--- src/rtl/padd_pkg.sv ---
`timescale 1ns/1ps
package padd_pkg;
  typedef enum logic [3:0] {
    ST_ZSQ, ST_A, ST_B, ST_C, ST_Z3, ST_BSQ, ST_E,
    ST_ASQ, ST_X3, ST_D, ST_J, ST_F, ST_K, ST_Y3
  } step_e;
  localparam int NSTEPS = 14;
  localparam step_e LAST_STEP = ST_Y3;
endpackage

--- src/rtl/gf_mult.sv ---
`timescale 1ns/1ps
module gf_mult #(
  parameter int W = 8,
  parameter logic [W-1:0] POLY = 8'h1B
) (
  input  logic [W-1:0] op_a,
  input  logic [W-1:0] op_b,
  output logic [W-1:0] prod
);
  // Horner-form product: shift accumulator, fold top bit with POLY
  function automatic logic [W-1:0] gmul(input logic [W-1:0] a, input logic [W-1:0] b);
    logic [W-1:0] acc;
    acc = '0;
    for (int i = W - 1; i >= 0; i--) begin
      acc = {acc[W-2:0], 1'b0} ^ (acc[W-1] ? POLY : '0);
      if (b[i]) acc = acc ^ a;
    end
    return acc;
  endfunction

  assign prod = gmul(op_a, op_b);
endmodule

--- src/rtl/padd_ctrl.sv ---
`timescale 1ns/1ps
module padd_ctrl
  import padd_pkg::*;
(
  input  logic  clk,
  input  logic  rst_n,
  input  logic  start,
  output logic  accept,
  output logic  busy,
  output step_e step,
  output logic  last,
  output logic  done
);
  assign accept = start && !busy;
  assign last   = busy && (step == LAST_STEP);

  always_ff @(posedge clk or negedge rst_n) begin
    if (!rst_n) begin
      busy <= 1'b0;
      step <= ST_ZSQ;
      done <= 1'b0;
    end else begin
      done <= last;
      if (accept) begin
        busy <= 1'b1;
        step <= ST_ZSQ;
      end else if (busy) begin
        if (last) busy <= 1'b0;
        else      step <= step_e'(step + 4'd1);
      end
    end
  end

  // done lasts one cycle
  a_r6_done_pulse: assert property (@(posedge clk) disable iff (!rst_n) done |=> !done);
  // final step is followed by done
  a_r6_last_done: assert property (@(posedge clk) disable iff (!rst_n) last |=> done);
  // a running sequence keeps stepping whatever start does
  a_r7_ignore_start: assert property (@(posedge clk) disable iff (!rst_n)
    (busy && !last) |=> (busy && (step == step_e'($past(step) + 4'd1))));
  // start in the done cycle begins a new run
  a_r9_accept_on_done: assert property (@(posedge clk) disable iff (!rst_n)
    (done && start) |=> (busy && step == ST_ZSQ));
endmodule

--- src/rtl/gf2m_mixed_padd.sv ---
`timescale 1ns/1ps
module gf2m_mixed_padd
  import padd_pkg::*;
#(
  parameter int W = 8,
  parameter logic [W-1:0] POLY = 8'h1B
) (
  input  logic         clk,
  input  logic         rst_n,
  input  logic         start,
  input  logic [W-1:0] px_i,
  input  logic [W-1:0] py_i,
  input  logic [W-1:0] pz_i,
  input  logic [W-1:0] ax_i,
  input  logic [W-1:0] ay_i,
  input  logic [W-1:0] curve_a_i,
  output logic [W-1:0] rx_o,
  output logic [W-1:0] ry_o,
  output logic [W-1:0] rz_o,
  output logic         done_o
);
  logic  accept, busy, last;
  step_e step;
  logic [W-1:0] op_a, op_b, addend, prod, res;

  // captured operands
  logic [W-1:0] cX1, cY1, cZ1, cx2, cy2, ca;
  // intermediates
  logic [W-1:0] tZsq, tA, tB, tC, tZ3, tBsq, tE, tAsq, tX3, tD, tJ, tF, tK;

  padd_ctrl u_ctrl (
    .clk(clk), .rst_n(rst_n), .start(start), .accept(accept),
    .busy(busy), .step(step), .last(last), .done(done_o)
  );

  gf_mult #(.W(W), .POLY(POLY)) u_mul (.op_a(op_a), .op_b(op_b), .prod(prod));

  // operand routing per step: res = op_a*op_b + addend
  always_comb begin
    op_a = '0; op_b = '0; addend = '0;
    unique case (step)
      ST_ZSQ: begin op_a = cZ1;       op_b = cZ1; end
      ST_A:   begin op_a = cy2;       op_b = tZsq; addend = cY1; end
      ST_B:   begin op_a = cx2;       op_b = cZ1;  addend = cX1; end
      ST_C:   begin op_a = tB;        op_b = cZ1; end
      ST_Z3:  begin op_a = tC;        op_b = tC; end
      ST_BSQ: begin op_a = tB;        op_b = tB; end
      ST_E:   begin op_a = ca;        op_b = tC;   addend = tA ^ tBsq; end
      ST_ASQ: begin op_a = tA;        op_b = tA; end
      ST_X3:  begin op_a = tC;        op_b = tE;   addend = tAsq; end
      ST_D:   begin op_a = cx2;       op_b = tZ3; end
      ST_J:   begin op_a = tA;        op_b = tC;   addend = tZ3; end
      ST_F:   begin op_a = tD ^ tX3;  op_b = tJ; end
      ST_K:   begin op_a = tZ3;       op_b = tZ3; end
      ST_Y3:  begin op_a = cx2 ^ cy2; op_b = tK;   addend = tF; end
      default: ;
    endcase
  end
  assign res = prod ^ addend;

  always_ff @(posedge clk or negedge rst_n) begin
    if (!rst_n) begin
      {cX1, cY1, cZ1, cx2, cy2, ca} <= '0;
      {tZsq, tA, tB, tC, tZ3, tBsq, tE} <= '0;
      {tAsq, tX3, tD, tJ, tF, tK} <= '0;
      rx_o <= '0; ry_o <= '0; rz_o <= '0;
    end else if (accept) begin
      cX1 <= px_i; cY1 <= py_i; cZ1 <= pz_i;
      cx2 <= ax_i; cy2 <= ay_i; ca <= curve_a_i;
    end else if (busy) begin
      unique case (step)
        ST_ZSQ: tZsq <= res;
        ST_A:   tA   <= res;
        ST_B:   tB   <= res;
        ST_C:   tC   <= res;
        ST_Z3:  tZ3  <= res;
        ST_BSQ: tBsq <= res;
        ST_E:   tE   <= res;
        ST_ASQ: tAsq <= res;
        ST_X3:  tX3  <= res;
        ST_D:   tD   <= res;
        ST_J:   tJ   <= res;
        ST_F:   tF   <= res;
        ST_K:   tK   <= res;
        ST_Y3: begin
          rx_o <= tX3;
          rz_o <= tZ3;
          ry_o <= res;
        end
        default: ;
      endcase
    end
  end

  // results move only when the last step retires
  a_r10_hold: assert property (@(posedge clk) disable iff (!rst_n)
    !last |=> ($stable(rx_o) && $stable(ry_o) && $stable(rz_o)));
  // captured operands stay fixed during a run
  a_r8_operands_frozen: assert property (@(posedge clk) disable iff (!rst_n)
    (busy && !accept) |=> ($stable(cX1) && $stable(cZ1) && $stable(cx2) && $stable(cy2)));
endmodule

--- config.mk ---
export PLATFORM = sky130hd
export DESIGN_NAME = gf2m_mixed_padd
export DESIGN_NICKNAME = d
export VERILOG_FILES = /design/src/rtl/padd_pkg.sv /design/src/rtl/gf_mult.sv /design/src/rtl/padd_ctrl.sv /design/src/rtl/gf2m_mixed_padd.sv
export SDC_FILE = /design/constraint.sdc
export NUM_CORES = 1
export LEC_CHECK = 0
export BUFFER_PORTS_ARGS = -buffer_cell sky130_fd_sc_hd__buf_2
export CAP_MARGIN = 20
export CORE_MARGIN = 2
export CORE_UTILIZATION = 50
export DETAILED_ROUTE_END_ITERATION = 6
export PLACE_DENSITY = 0.75
export SETUP_SLACK_MARGIN = 0.1
export SLEW_MARGIN = 20
export SYNTH_ARGS = -nofsm -noshare
export SYNTH_HDL_FRONTEND = slang
export SYNTH_SLANG_ARGS = --single-unit
--- constraint.sdc ---
create_clock -name clk -period 4.8 [get_ports clk]
set_clock_uncertainty 0.15 [all_clocks]
set_input_delay 0.72 -clock clk [delete_from_list [all_inputs] [get_ports clk]]
set_output_delay 0.72 -clock clk [all_outputs]
set_load 0.02 [all_outputs]
==> impl_results.md <==
* Most frequent CP cell: buf_4
* Clock latency on the worst-skew pair at around 0.44 ns
* Synth Instances at about 1100
* Sequential cell area fraction in the yosys report at 0.467
* Critical path buffers and inverters at 4
* Final setup vio count at 0
* Crit-path max FO at 14
* RSZ-0062 raised after global routing: false
* Core area at 0.0193 sq mm
* Post-synth EDFFs at 0
* Count leader, synth: nand2_1
* Layout fillers at around 1800
* WP data arrival at between 4 and 5 ns
* Iteration-0 DRC count of the detailed router at 903
* Yosys warns at 0
* Post-CTS setup buffers at 0
* Avg Cell Area, Syn at 8.95 sq um
* Area grow syn2layout at 13.6%
* Max Freq at 224 MHz
* Initial core utilization at 0.506
* Vias in the first global route at between 7000 and 8000
* Number of hold violations in the final report at 0
* Global-route wire length before repair at 45700 um
* Status: finished with violations
* Die ar. at approximately 0.021 sq mm
* DIE HEIGHT at 144 um
* Yosys top cell by area: dfrtp_1
* Grt total ovfl at 0
* Antenna cells at 0
* IO Count at 76
* Critical-path top delay cell: dfrtp_1
* # rows at between 50 and 60
* Post-synth top area share at 0.467
* Vias at 8360
* Final ANT Viol Nets at 0
* Setup crit end kind: flop
* Tcrit/Tclk final at 0.929
* WL final at 29000 um
* Max incr delay on CP at approximately 0.46 ns
* CP required at between 4 and 5 ns
* FF+latch count, synth at 182
* GRT Util Overall at 0.294
* Critical path type: flop to flop
* Share of async-settable or async-resettable flops after synthesis at 1.00
* Die Wd at around 140 um
* Largest cells by area after synthesis: dfrtp_1 47%, nand2_1 14%, xnor2_1 5.2%
* Gp weighted congestion at 1.10
* Crit path time final at 4.46 ns
* Hold Path Class: input port to asynchronous set/reset pin
* Vias/cell at 5.83
* R2R Path Start: u_ctrl.step[0]$_DFFE_PN0P_
* Area of the multi-input gates at 0.00482 sq mm
* Dpl hpwl at about 21000 um
* Max clock buf depth at 2
* R2R setup slack at around 0.34 ns
* Max H-tree Level at 4
* Post-layout util at 0.575
* Main synth FF type: dfrtp_1
* Register Area at 0.00456 sq mm
* Final Net Count at 1212
* Layout cells sized above 1 at 0.163
* Wire per inst at 20.2 um
* Failing checks: design-rule violations
* Reg2Reg Capture Point: tZsq[0]$_DFFE_PN0P_
* Post-synthesis cell type count at 66
* Reg clk slew, reported paths at 0.07 ns
* Slew Viols, Final at 0
* Slew @ Worst Pin at 0.983 ns
* Cts bufs inserted at 17
* Initial antenna violation count at 0
* Root buffer cell: clkbuf_16
* Synth top cells by count: 357 x nand2_1, 182 x dfrtp_1, 100 x o21ai_0
* Synthesized area at around 0.0098 sq mm
* Residual DRC at 6
* CTS Sinks at 182
* Largest net degree at the start of global routing at 96
* Max-cap viol count at 0
* Critical Path, Cell by Cell: inv_1, ha_1, mux2_2, and2_0, a22oi_1, and4_1, buf_4, mux2i_1, nor2_1, o21ai_0, o211ai_1, buf_4, xnor2_1, xnor2_1, buf_4, o21ai_0
* Reg2Reg Depth at 16
* Family with the most delay on the worst path: compound AO/OA/AOI/OAI gates
* Mapped Nets at 1146
* Pre-antenna DRT Iters at 7
* Setup TNS at 0 ns
* Number of port buffers at 75
* CTS tree: done
* CP Launch Type: flop
* Max-slew headroom at 0.345
worst register-to-register path: cells and delay by family, from the launching register on:
kind	cells	cell delay, ns
buffers and inverters	4	0.75
AOI/OAI and AO/OA	4	0.90
and+or+nand+nor	3	0.58
xor gates and xnor gates	2	0.53
muxes	2	0.59
adders and majority gates	1	0.35
DFF	1	0.46
logic make-up (layout without fill, tap and decap cells):
kind of cell | Yosys count | count (layout) | synth area share
DFF | 182 | 182 | 0.467
AOI/OAI and AO/OA | 240 | 240 | 0.156
and+or+nand+nor | 450 | 450 | 0.194
xor gates and xnor gates | 95 | 95 | 0.0921
buffers and inverters | 77 | 156 | 0.0404
adders and majority gates | 5 | 5 | 0.00642
muxes | 41 | 41 | 0.0446
through the flow:
stage | hold WS, ns | cell area (sq um) | setup WS, ns | cells
after global placement | 0.308 | 10500 | 0.508 | 1402
after detailed placement | 0.315 | 10500 | 0.425 | 1402
after CTS | 0.217 | 11100 | 0.380 | 1434
final | 0.163 | 11100 | 0.343 | 1434
after global routing | 0.242 | 11100 | 0.114 | 1434
after floorplan | 0.274 | 9750 | 0.982 | 1090
metal layers:
layer / vias to the layer above / share of wire / global-route usage
met4: 0 / 0.035 / 0.111
met1: 3972 / 0.45 / 0.438
met2: 438 / 0.43 / 0.424
li1: 3872 / - / -
met3: 78 / 0.082 / 0.0613
met5: - / 0 / 0
worst max path at each step:
| stage | from | end | slack (ns) | cells past startpoint |
|---|---|---|---|---|
| after floorplan | u_ctrl.step[0]$_DFFE_PN0P_ | tF[3]$_DFFE_PN0P_ | 0.98 | 15 |
| after global placement | u_ctrl.step[0]$_DFFE_PN0P_ | tBsq[0]$_DFFE_PN0P_ | 0.51 | 16 |
| after detailed placement | u_ctrl.step[0]$_DFFE_PN0P_ | tB[4]$_DFFE_PN0P_ | 0.42 | 14 |
| after CTS | u_ctrl.step[0]$_DFFE_PN0P_ | tZ3[4]$_DFFE_PN0P_ | 0.38 | 14 |
| after global routing | u_ctrl.step[0]$_DFFE_PN0P_ | tZsq[0]$_DFFE_PN0P_ | 0.11 | 16 |
| final | u_ctrl.step[0]$_DFFE_PN0P_ | tZsq[0]$_DFFE_PN0P_ | 0.34 | 16 |
layout by cell type, fill, tap and decap left out, drive strengths merged, types with 20 or more instances in the layout:
cell type / netlist / final
dfrtp: 182 / 182
nand3: 27 / 27
o21ai: 130 / 130
xor2: 32 / 32
mux2: 20 / 20
buf: 25 / 120
a22oi: 25 / 25
mux2i: 21 / 21
nand2: 357 / 357
xnor2: 60 / 60
layout make-up:
| cell class | count | area share |
|---|---|---|
| clock buffers | 19 | 0.0409 |
| clock inverters | 13 | 0.0123 |
| inverters | 4 | 0.00136 |
| multi-input cells | 831 | 0.435 |
| flip-flops and latches | 182 | 0.411 |
| well taps | 265 | 0.0299 |
| repair buffers | 120 | 0.0694 |
repair_timing:
item | CTS | global route
endpoints found under the setup margin | 0 | 1
hold buffers | 0 | 0
hold endpoints to repair | 0 | 0
resized for setup | 0 | 1
Power is not shown: default switching activity piles up to over one toggle a cycle in this logic, so the estimate is an artifact.
